<file path="config.mk">
export PLATFORM = sky130hd
export DESIGN_NAME = i2c_stretch_ctrl
export DESIGN_NICKNAME = d
export VERILOG_FILES = /design/src/rtl/i2c_stretch_pkg.sv /design/src/rtl/i2c_stretch_rst_sync.sv /design/src/rtl/i2c_stretch_timer.sv /design/src/rtl/i2c_stretch_fsm.sv /design/src/rtl/i2c_stretch_status.sv /design/src/rtl/i2c_stretch_ctrl.sv
export SDC_FILE = /design/constraint.sdc
export NUM_CORES = 1
export LEC_CHECK = 0
export ABC_AREA = 1
export BUFFER_PORTS_ARGS = -buffer_cell sky130_fd_sc_hd__buf_2
export CAP_MARGIN = 5
export CORE_MARGIN = 5
export CORE_UTILIZATION = 40
export CTS_BUF_LIST = sky130_fd_sc_hd__clkbuf_2
export CTS_CLUSTER_DIAMETER = 150
export DETAILED_ROUTE_END_ITERATION = 10
export PLACE_DENSITY = 0.57
export SYNTH_ARGS = -nofsm -noshare
export SYNTH_HDL_FRONTEND = slang
export SYNTH_SLANG_ARGS = --single-unit
</file>
<file path="constraint.sdc">
create_clock -name clk -period 1.45 [get_ports clk]
set_input_delay 0.145 -clock clk [delete_from_list [all_inputs] [get_ports clk]]
set_output_delay 0.145 -clock clk [all_outputs]
set_load 0.03 [all_outputs]
</file>
<file path="src/rtl/i2c_stretch_pkg.sv">
package i2c_stretch_pkg;
  typedef enum logic [1:0] {
    ST_IDLE    = 2'd0,
    ST_HOLD_TX = 2'd1,
    ST_HOLD_RX = 2'd2
  } stretch_st_e;
endpackage

</file>
<file path="src/rtl/i2c_stretch_rst_sync.sv">
module i2c_stretch_rst_sync (
  input  logic clk,
  input  logic rst_n,
  output logic rst_n_sync
);
  logic meta_q;
  logic sync_q;

  always_ff @(posedge clk or negedge rst_n) begin
    if (!rst_n) begin
      meta_q <= 1'b0;
      sync_q <= 1'b0;
    end else begin
      meta_q <= 1'b1;
      sync_q <= meta_q;
    end
  end

  assign rst_n_sync = sync_q;
endmodule

</file>
<file path="src/rtl/i2c_stretch_timer.sv">
module i2c_stretch_timer #(
  parameter int PRESC_DIV = 4,
  parameter int MODE_W    = 4
) (
  input  logic              clk,
  input  logic              rst_n,
  input  logic              clear,
  input  logic              run,
  input  logic [MODE_W-1:0] mode,
  output logic              expire
);
  localparam int PW = (PRESC_DIV > 1) ? $clog2(PRESC_DIV) : 1;
  localparam int TW = (1 << MODE_W) - 1;
  localparam logic [MODE_W-1:0] MODE_INF = '1;
  localparam logic [PW-1:0] PRE_LAST = PW'(PRESC_DIV - 1);

  logic [PW-1:0] pre_q, pre_d;
  logic [TW-1:0] tcnt_q, tcnt_d;
  logic [TW-1:0] limit;
  logic          tick;
  logic          cnt_en;

  assign tick   = run && (pre_q == PRE_LAST);
  assign limit  = (TW'(1) << mode) - TW'(1);
  assign expire = tick && (mode != MODE_INF) && (tcnt_q >= limit);
  assign cnt_en = clear || run;

  always_comb begin
    pre_d  = pre_q;
    tcnt_d = tcnt_q;
    if (clear) begin
      pre_d  = '0;
      tcnt_d = '0;
    end else if (run) begin
      if (tick) begin
        pre_d = '0;
        if (tcnt_q != '1) tcnt_d = tcnt_q + TW'(1);
      end else begin
        pre_d = pre_q + PW'(1);
      end
    end
  end

  always_ff @(posedge clk or negedge rst_n) begin
    if (!rst_n) begin
      pre_q  <= '0;
      tcnt_q <= '0;
    end else if (cnt_en) begin
      pre_q  <= pre_d;
      tcnt_q <= tcnt_d;
    end
  end

  // the uncapped mode never reports expiry
  p_inf_no_expire_r8: assert property (@(posedge clk) disable iff (!rst_n)
    (mode == MODE_INF) |-> !expire);
endmodule

</file>
<file path="src/rtl/i2c_stretch_fsm.sv">
module i2c_stretch_fsm
  import i2c_stretch_pkg::*;
#(
  parameter int MODE_W     = 4,
  parameter int LVL_W      = 2,
  parameter int FIFO_DEPTH = 2
) (
  input  logic              clk,
  input  logic              rst_n,
  input  logic              slv_en,
  input  logic              scl_fall,
  input  logic              at_addr_ack,
  input  logic              at_data_start,
  input  logic              at_rx_ack,
  input  logic              dir_tx,
  input  logic [LVL_W-1:0]  tx_level,
  input  logic [LVL_W-1:0]  rx_level,
  input  logic [MODE_W-1:0] mode,
  input  logic              expire,
  output logic              hold,
  output logic              tmr_clear,
  output logic              tmr_run,
  output logic              tmo_evt
);
  localparam logic [LVL_W-1:0] FULL_LVL = LVL_W'(FIFO_DEPTH);

  stretch_st_e st_q, st_d;
  logic        hold_q;
  logic        enabled, tx_empty, rx_full, go_tx, go_rx;

  assign enabled  = slv_en && (mode != '0);
  assign tx_empty = (tx_level == '0);
  assign rx_full  = (rx_level == FULL_LVL);
  assign go_tx    = enabled && scl_fall && dir_tx && (at_addr_ack || at_data_start) && tx_empty;
  assign go_rx    = enabled && scl_fall && !dir_tx && at_rx_ack && rx_full;

  always_comb begin
    st_d      = st_q;
    tmr_clear = 1'b0;
    tmo_evt   = 1'b0;
    unique case (st_q)
      ST_IDLE: begin
        if (go_tx) begin
          st_d      = ST_HOLD_TX;
          tmr_clear = 1'b1;
        end else if (go_rx) begin
          st_d      = ST_HOLD_RX;
          tmr_clear = 1'b1;
        end
      end
      ST_HOLD_TX: begin
        if (!enabled || !tx_empty) begin
          st_d = ST_IDLE;
        end else if (expire) begin
          st_d    = ST_IDLE;
          tmo_evt = 1'b1;
        end
      end
      ST_HOLD_RX: begin
        if (!enabled || !rx_full) begin
          st_d = ST_IDLE;
        end else if (expire) begin
          st_d    = ST_IDLE;
          tmo_evt = 1'b1;
        end
      end
      default: st_d = ST_IDLE;
    endcase
  end

  always_ff @(posedge clk or negedge rst_n) begin
    if (!rst_n) begin
      st_q   <= ST_IDLE;
      hold_q <= 1'b0;
    end else begin
      st_q   <= st_d;
      hold_q <= (st_d != ST_IDLE);
    end
  end

  assign hold    = hold_q;
  assign tmr_run = (st_q != ST_IDLE);

  // a hold only ever begins right after an SCL falling edge
  p_rise_after_fall_r6: assert property (@(posedge clk) disable iff (!rst_n)
    $rose(hold_q) |-> $past(scl_fall));
  // transmit FIFO refilled while holding -> released next cycle
  p_tx_refill_release_r3: assert property (@(posedge clk) disable iff (!rst_n)
    (st_q == ST_HOLD_TX && tx_level != '0) |=> !hold_q);
  // receive FIFO drained while holding -> released next cycle
  p_rx_drain_release_r5: assert property (@(posedge clk) disable iff (!rst_n)
    (st_q == ST_HOLD_RX && rx_level != FULL_LVL) |=> !hold_q);
endmodule

</file>
<file path="src/rtl/i2c_stretch_status.sv">
module i2c_stretch_status (
  input  logic clk,
  input  logic rst_n,
  input  logic tmo_evt,
  input  logic stat_rd,
  input  logic rst_wr,
  input  logic rst_wdata,
  output logic tmo_sticky,
  output logic det_reset
);
  logic flag_q, flag_d;
  logic det_q, det_d;

  always_comb begin
    flag_d = flag_q;
    if (tmo_evt)      flag_d = 1'b1;
    else if (stat_rd) flag_d = 1'b0;
    det_d = rst_wr && rst_wdata;
  end

  always_ff @(posedge clk or negedge rst_n) begin
    if (!rst_n) begin
      flag_q <= 1'b0;
      det_q  <= 1'b0;
    end else begin
      flag_q <= flag_d;
      det_q  <= det_d;
    end
  end

  assign tmo_sticky = flag_q;
  assign det_reset  = det_q;

  // a timeout event is always recorded
  p_flag_on_timeout_r7: assert property (@(posedge clk) disable iff (!rst_n)
    tmo_evt |=> tmo_sticky);
  // a read without a concurrent timeout clears the flag
  p_read_clears_r9: assert property (@(posedge clk) disable iff (!rst_n)
    (stat_rd && !tmo_evt) |=> !tmo_sticky);
  // writing zero never pulses the detector reset
  p_zero_write_quiet_r11: assert property (@(posedge clk) disable iff (!rst_n)
    !(rst_wr && rst_wdata) |=> !det_reset);
endmodule

</file>
<file path="src/rtl/i2c_stretch_ctrl.sv">
module i2c_stretch_ctrl #(
  parameter int PRESC_DIV  = 4,
  parameter int MODE_W     = 4,
  parameter int LVL_W      = 2,
  parameter int FIFO_DEPTH = 2
) (
  input  logic              clk,
  input  logic              rst_n,
  input  logic              slv_en,
  input  logic              scl_fall,
  input  logic              at_addr_ack,
  input  logic              at_data_start,
  input  logic              at_rx_ack,
  input  logic              dir_tx,
  input  logic [LVL_W-1:0]  tx_level,
  input  logic [LVL_W-1:0]  rx_level,
  input  logic [MODE_W-1:0] stretch_mode,
  input  logic              stat_rd,
  input  logic              rst_wr,
  input  logic              rst_wdata,
  output logic              scl_hold,
  output logic              tmo_sticky,
  output logic              det_reset
);
  logic rst_n_int;
  logic tmr_clear, tmr_run, expire, tmo_evt;

  i2c_stretch_rst_sync u_rst (
    .clk        (clk),
    .rst_n      (rst_n),
    .rst_n_sync (rst_n_int)
  );

  i2c_stretch_fsm #(
    .MODE_W     (MODE_W),
    .LVL_W      (LVL_W),
    .FIFO_DEPTH (FIFO_DEPTH)
  ) u_fsm (
    .clk           (clk),
    .rst_n         (rst_n_int),
    .slv_en        (slv_en),
    .scl_fall      (scl_fall),
    .at_addr_ack   (at_addr_ack),
    .at_data_start (at_data_start),
    .at_rx_ack     (at_rx_ack),
    .dir_tx        (dir_tx),
    .tx_level      (tx_level),
    .rx_level      (rx_level),
    .mode          (stretch_mode),
    .expire        (expire),
    .hold          (scl_hold),
    .tmr_clear     (tmr_clear),
    .tmr_run       (tmr_run),
    .tmo_evt       (tmo_evt)
  );

  i2c_stretch_timer #(
    .PRESC_DIV (PRESC_DIV),
    .MODE_W    (MODE_W)
  ) u_tmr (
    .clk    (clk),
    .rst_n  (rst_n_int),
    .clear  (tmr_clear),
    .run    (tmr_run),
    .mode   (stretch_mode),
    .expire (expire)
  );

  i2c_stretch_status u_stat (
    .clk        (clk),
    .rst_n      (rst_n_int),
    .tmo_evt    (tmo_evt),
    .stat_rd    (stat_rd),
    .rst_wr     (rst_wr),
    .rst_wdata  (rst_wdata),
    .tmo_sticky (tmo_sticky),
    .det_reset  (det_reset)
  );

  // disabled slave or mode off -> no hold in the following cycle
  p_off_when_disabled_r10: assert property (@(posedge clk) disable iff (!rst_n_int)
    (!slv_en || stretch_mode == '0) |=> !scl_hold);
endmodule

</file>
==> results.toml, run 1 <==
[grt]
antenna_found_initial = 0
grt_pass1_wl_microns = 9349
grt_pass1_vias = 2128
grt_max_degree = 22
grt_use_total = 0.1778
grt-ovfl-total = 0

[synth]
synth_area_leader_cell = "dfrtp_1"
ys_async_sr_fraction = 1.000
synthesis.area_sq_um = 2076
netlist_top_cells_area = "dfrtp_1 29%, ha_1 13%, nand2_1 13%, inv_1 6.3%, nand3_1 5.5%"
synth_top_area_frac = 0.2893
synth_warnings = 0
ys_ff_latch = 24
avgSynthCellArea_sq_um = 7.440
syn-num-nets = 320
synth_edf_count = 0
yosysMostFrequentCell = "nand2_1"
synthFlopType = "dfrtp_1"
synth-seq-area-share = 0.2893
synth_common_cells = "71 x nand2_1, 35 x inv_1, 24 x dfrtp_1, 23 x nand3_1, 22 x ha_1"
syn_inst = 279
ys_types = 32

[sta]
drv_slew = 0
holdWs_ns = 0.03000
hold_viol_final = 0
setup_viol = 19
max_freq_ghz = 0.5443
rsz0062_at_grt = "true"
clock_skew_ns = 0.02665
period_share = 1.267
layout_setup_ws_ns = -0.3872
fin_crit_ns = 1.837

[flow_run]
max_cap_viol_count = 0

[clock_tree]
cts.htree.levels = 1
cts_tree = "built"
clk_latency_ns = 0.38
numCtsBuffers = 3
clock_sinks = 24
ctsLongestPathBuffers = 2
clkTransAtPathRegs_ns = 0.22
root_buffer = "clkbuf_2"

[power_and_ir_drop]
clockPowerShare = 0.195
p_sw_uw = 848.7
power_mw = 2.368
p_sw_frac = 0.3583
p_comb_frac = 0.454
max-vdd-ir-drop_mv = 0.4268
power.internal_mw = 1.520
power.density_nw_per_um2 = 754.2
leakagePower_nw = 1.652
pwr-share-seq = 0.352

[finish]
drive_above_1_share = 0.4068
layout.nets = 423
fillCellCount = 451
antennaDiodeCount = 0
areaGrowthSynthToFinish_pct = 51.30
instances_no_fill = 451

[drt]
drt-wirelength-per-cell_microns = 12.24
routed_wl_microns = 5522
post_drt_via_cell_ratio = 4.718
first_iter_violations = 76
ant_nets = 0
drt-pass1-iter-count = 4
vias = 2128
post-route-drc-count = 0

[place]
dpl_worst_slack_ns = -0.8396
dp.cells = 435
port_buffers = 21
place.gp.congestion = 0.8278
place_hpwl_microns = 4262

[critical_path]
start_kind = "primary input"
r2r_cells = 11
crit_path_max_fanout = 6
rrSetupSlack_ns = -0.26
r2r_end = "u_fsm.hold"
crit_arrival_ns = 2.15
path_class = "in2reg"
cp.required_ns = 1.77
crit_path_end_kind = "flip-flop"
crit_start = "stretch_mode[2]"
timing.rr.start = "u_tmr.tcnt_q[1]"

[floorplanning]
die_h_microns = 82.04
io_pins = 22
die-width_microns = 82.04
num_rows = 26
dieArea_sq_um = 6730
start_util = 0.4090
core_sq_um = 5075

[status]
outcome = "complete, but fails checks"
violations = "setup timing"

[min_path]
min_path_type = "reg2async"
logic make-up (layout without fill, tap and decap cells):
logic type,after synthesis,after routing,share of synthesized area
compound gates,28,28,0.09163
buf+inv,39,140,0.07474
fa+ha+maj,22,22,0.1326
simple gates,152,153,0.3550
other cells,1,1,0.001807
xor+xnor,13,13,0.05485
flops,24,24,0.2893
cells in the final DEF (no fill, tap or decap), types with 7 or more instances in the layout:
master,synthesis,routed
buf_2,1,19
a21oi_1,9,9
xor2_1,12,12
nand2_2,1,7
nand3_1,23,15
nand3b_1,8,8
nand2_1,71,64
inv_1,35,34
buf_6,1,7
nand3_2,1,9
nand4_1,9,9
dfrtp_1,24,24
buf_4,0,67
o21ai_2,9,9
nor2_1,19,16
ha_1,22,19
power by group through the flow:
| stage | clock [mW] | combinational [mW] | sequential (mW) |
|---|---|---|---|
| 3_5_place_dp | 0 | 0.955 | 0.841 |
| 2_1_floorplan | 0 | 0.486 | 0.876 |
| 3_3_place_gp | 0 | 0.940 | 0.839 |
| 4_1_cts | 0.466 | 1.03 | 0.826 |
| 6_report | 0.461 | 1.07 | 0.833 |
| 5_1_grt | 0.486 | 1.22 | 0.848 |
flip-flops by register name (all words and copies together), names as in the netlist:
name	count
u_rst.rst_n_sync	1
u_rst.meta_q	1
u_fsm.st_q	2
u_fsm.hold	1
u_tmr.pre_q	2
u_tmr.tcnt_q	15
u_stat.tmo_sticky	1
u_stat.det_reset	1
stage by stage:
step	cell area [sq um]	utilization	TNS [ns]
2_1_floorplan	2147	-	-2.515
3_3_place_gp	2836	0.5589	-4.491
3_5_place_dp	2836	0.5589	-4.922
4_1_cts	3073	0.6055	-3.871
5_1_grt	3141	0.6188	-5.466
6_report	3141	0.6188	-3.201
how the worst max path moves through the flow:
stage | to | depth (start not counted)
detailed placement | u_fsm.hold | 19
CTS | u_fsm.hold | 19
finish | u_fsm.hold | 19
global route | u_fsm.hold | 19
global placement | u_fsm.hold | 19
floorplan | u_fsm.hold | 18
per-layer routing:
metal	vias up	wire length, microns	part of all wire	GRT usage
met1	973	2694	0.49	0.2340
met2	24	2663	0.48	0.3158
met4	0	61	0.011	0.04319
li1	1124	-	-	-
met5	-	0	0	0
met3	7	102	0.018	0.01096
cell type report:
type	instances	area, sq um	area share
multi-input combinational	217	1511	0.4813
timing repair buffer	99	752.0	0.2394
sequential	24	600.6	0.1912
inverter	37	143.9	0.04582
tap	70	87.58	0.02789
clock inverter	1	30.03	0.009562
clock buffer	3	15.01	0.004781
timing repair:
action,in CTS,in global routing
setup endpoints to repair,19,19
gates resized for setup,26,12
pin swaps,17,9
endpoints found under the hold margin,4,0
setup buffers,5,2
cloned,1,0
hold buffers,4,0
critical path, cell delays in order:
cell     delay, ns
buf_6         0.11
nor2_4        0.16
nand3_2       0.10
ha_4          0.19
o21ai_4       0.09
a21oi_1       0.08
xor2_1        0.16
ha_1          0.31
nand2_1       0.10
inv_1         0.04
nand2_1       0.05
nand2_1       0.04
a21oi_1       0.15
nand3_2       0.09
nand2_2       0.08
nand2_1       0.05
nand2_1       0.06
nand2_1       0.07
nand2_1       0.07
No activity file was read; power rests on OpenSTA's default activity.
==> run 2: changes to the inputs <==
- PLACE_DENSITY: 0.57 -> 0.59
- SYNTH_HIERARCHICAL: default -> 1
- clock period: 1.45 -> 1.66 ns (I/O delays scaled with it)
==> run 2 against run 1 <==
Total power grew 3.9%. Non-clock buffer count shrank 23. Critical endpoint is now u_fsm/hold. Sequential cell count is the same. The flow still finishes with violations (setup timing). Area after synthesis grew 5.2%. Highest routed layer unchanged.
==> results.toml, run 2 <==
[synth]
netlist_top_cells_area = "dfrtp_1 28%, nand2_1 17%, ha_1 13%, inv_1 7.0%, nor2_1 5.5%"
synth-seq-area-share = 0.2751
synth_common_cells = "98 x nand2_1, 41 x inv_1, 32 x nor2_1, 24 x dfrtp_1, 22 x ha_1"
synth_compound_area_frac = 0.09513
yosysMostFrequentCell = "nand2_1"
avgSynthCellArea_sq_um = 7.020
synth_top_area_frac = 0.2751
synthXorXnorAreaFrac = 0.04814
synth_fa_ha_area_frac = 0.1261
synth_top_family_by_area = "simple AND/OR/NAND/NOR gates"
synth-simple-area-share = 0.3605
ys_types = 30
syn-num-nets = 352
synth_edf_count = 0
synth_area_leader_cell = "dfrtp_1"
synthMuxAreaShare = 0
synthFlopType = "dfrtp_1"
ys_async_sr_fraction = 1.000
synth_warnings = 6
synthesis.area_sq_um = 2183
ys_ff_latch = 24
syn_inst = 311

[drt]
drt-pass1-iter-count = 4
vias = 2136
post_drt_via_cell_ratio = 4.633
routed_wl_microns = 5160
first_iter_violations = 57
ant_nets = 0
post-route-drc-count = 0
drt-wirelength-per-cell_microns = 11.19

[finish]
layout.nets = 431
final_core_utilization = 0.5484
largest_reg_flops = 15
top_register = "u_tmr/tcnt_q"
finalInstanceArea_sq_um = 2964
layout_commonest_cell = "nand2_1"
areaGrowthSynthToFinish_pct = 35.76
final_cell_mix = "90 x nand2_1, 51 x buf_4, 34 x inv_1"
top_regs = "u_tmr/tcnt_q x15, u_fsm/st_q x2, u_tmr/pre_q x2"
drive_above_1_share = 0.3522
antennaDiodeCount = 0

[sta]
clock_skew_ns = 0.001872
max_freq_ghz = 0.5056
fin_crit_ns = 1.978
period_share = 1.191
hold_viol_final = 0
holdWs_ns = 0.05917
setup_viol = 4
drv_slew = 0
layout_setup_ws_ns = -0.3178
rsz0062_at_grt = "true"

[flow_run]
max_cap_viol_count = 0

[power_and_ir_drop]
max-vdd-ir-drop_mv = 0.6792
power.density_nw_per_um2 = 830.0
leakagePower_nw = 1.568
power_mw = 2.460

[clock_tree]
numCtsBuffers = 3
ctsLongestPathBuffers = 2
root_buffer = "clkbuf_2"
clock_sinks = 24
cts_tree = "built"
clkTransAtPathRegs_ns = 0.24
cts.htree.levels = 1
clk_latency_ns = 0.36

[critical_path]
timing.rr.start = "u_tmr/tcnt_q[10]"
crit_arrival_ns = 2.27
rrSetupSlack_ns = -0.06
crit_start = "stretch_mode[2]"
path_class = "in2reg"
crit_path_end_kind = "flip-flop"
crit_path_max_fanout = 4
start_kind = "primary input"
cp.required_ns = 1.95
r2r_cells = 14

[status]
violations = "setup timing"
outcome = "complete, but fails checks"

[floorplanning]
num_rows = 27
start_util = 0.4039
dieArea_sq_um = 7036
die-width_microns = 83.88
core_sq_um = 5405
io_pins = 22
die_h_microns = 83.88

[min_path]
min_path_type = "in2async"

[place]
port_buffers = 21
place_hpwl_microns = 3997
placed_cell_area_sq_um = 2744
place.gp.congestion = 0.8652

[grt]
antenna_found_initial = 0
grt_use_total = 0.1517
grt_max_degree = 28
grt_pass1_vias = 2014
grt_pass1_wl_microns = 8838
grt-ovfl-total = 0
==> run 2: cell count changes in the layout (fill, tap and decap cells not counted), sizes merged, moves of 2 or more <==
cell | before | now
nand2 | 77 | 104
buf | 95 | 72
nor2 | 23 | 35
inv | 36 | 44
nand3b | 8 | 0
nor3 | 8 | 2
nand3 | 24 | 20
xor2 | 12 | 8
a21oi | 9 | 12
xnor2 | 1 | 4
o21ai | 13 | 15
or2 | 3 | 5
==> run 2: critical path: stages <==
cell and delay [ns]:
buf_6 0.10, nor2_4 0.14, nand3_2 0.11, ha_4 0.17
a21boi_4 0.15, inv_2 0.08, nor3_2 0.04, xor2_1 0.14
ha_1 0.32, nand2_1 0.07, nor2_2 0.13, inv_1 0.05
nor2_1 0.08, nand2_1 0.06, nand3_1 0.07, nand2_1 0.06
inv_2 0.08, nor2_1 0.05, nand2_1 0.06, nand2_1 0.04
nand2_1 0.08, nand2_1 0.05
==> run 2: kinds of logic (layout without fill, tap and decap cells) <==
| group | count (synthesis) | in the layout |
|---|---|---|
| simple gates | 175 | 176 |
| buf+inv | 47 | 124 |
| compound gates | 30 | 30 |
| fa+ha+maj | 22 | 22 |
| xor+xnor | 12 | 12 |
| flops | 24 | 24 |
| other cells | 1 | 1 |
==> run 2: path summary, 6_finish.rpt <==
kind / to
min: u_rst/meta_q
min in group clk: u_fsm/st_q[1]
max: u_fsm/hold
min reg2reg: u_stat/det_reset
max in group asynchronous: u_tmr/tcnt_q[7]
max reg2reg: u_fsm/st_q[0]
==> run 2: cell type report <==
cell class              instances  area [sq um]
flip-flops and latches         24         600.6
well taps                      72         90.09
inverters                      44         165.2
clock buffers                   3         15.01
repair buffers                 76         553.0
multi-input cells             241          1510
clock inverters                 1         30.03
fillers                       536          2441
==> run 2: what timing repair did <==
item | CTS | global route
gates resized for setup | 13 | 15
setup endpoints to repair | 6 | 18
cloned | 0 | 1
pin swaps | 17 | 19
hold endpoints to repair | 4 | 0
buffers inserted | 4 | 1
hold buffers | 4 | 0
==> run 2: through the flow <==
step | setup WS [ns] | instances | TNS [ns]
detailed placement | -0.7641 | 447 | -4.238
CTS | -0.2884 | 459 | -1.066
global route | -0.5022 | 461 | -1.861
global placement | -0.7480 | 447 | -3.931
floorplan | -0.5347 | 311 | -2.113
finish | -0.3178 | 461 | -1.185
==> run 2: where the power goes <==
group | total (mW) | internal, mW | switching [mW]
combinational | 1.27 | 0.578 | 0.693
sequential | 0.789 | 0.704 | 0.0849
clock | 0.400 | 0.207 | 0.193
total | 2.46 | 1.49 | 0.971
==> run 2: routing by layer <==
layer / up-vias / part of all wire / global-route usage
li1: 1141 / - / -
met1: 965 / 0.49 / 0.2060
met2: 23 / 0.47 / 0.2538
met3: 7 / 0.019 / 0.01579
met4: 0 / 0.014 / 0.04386
met5: - / 0 / 0
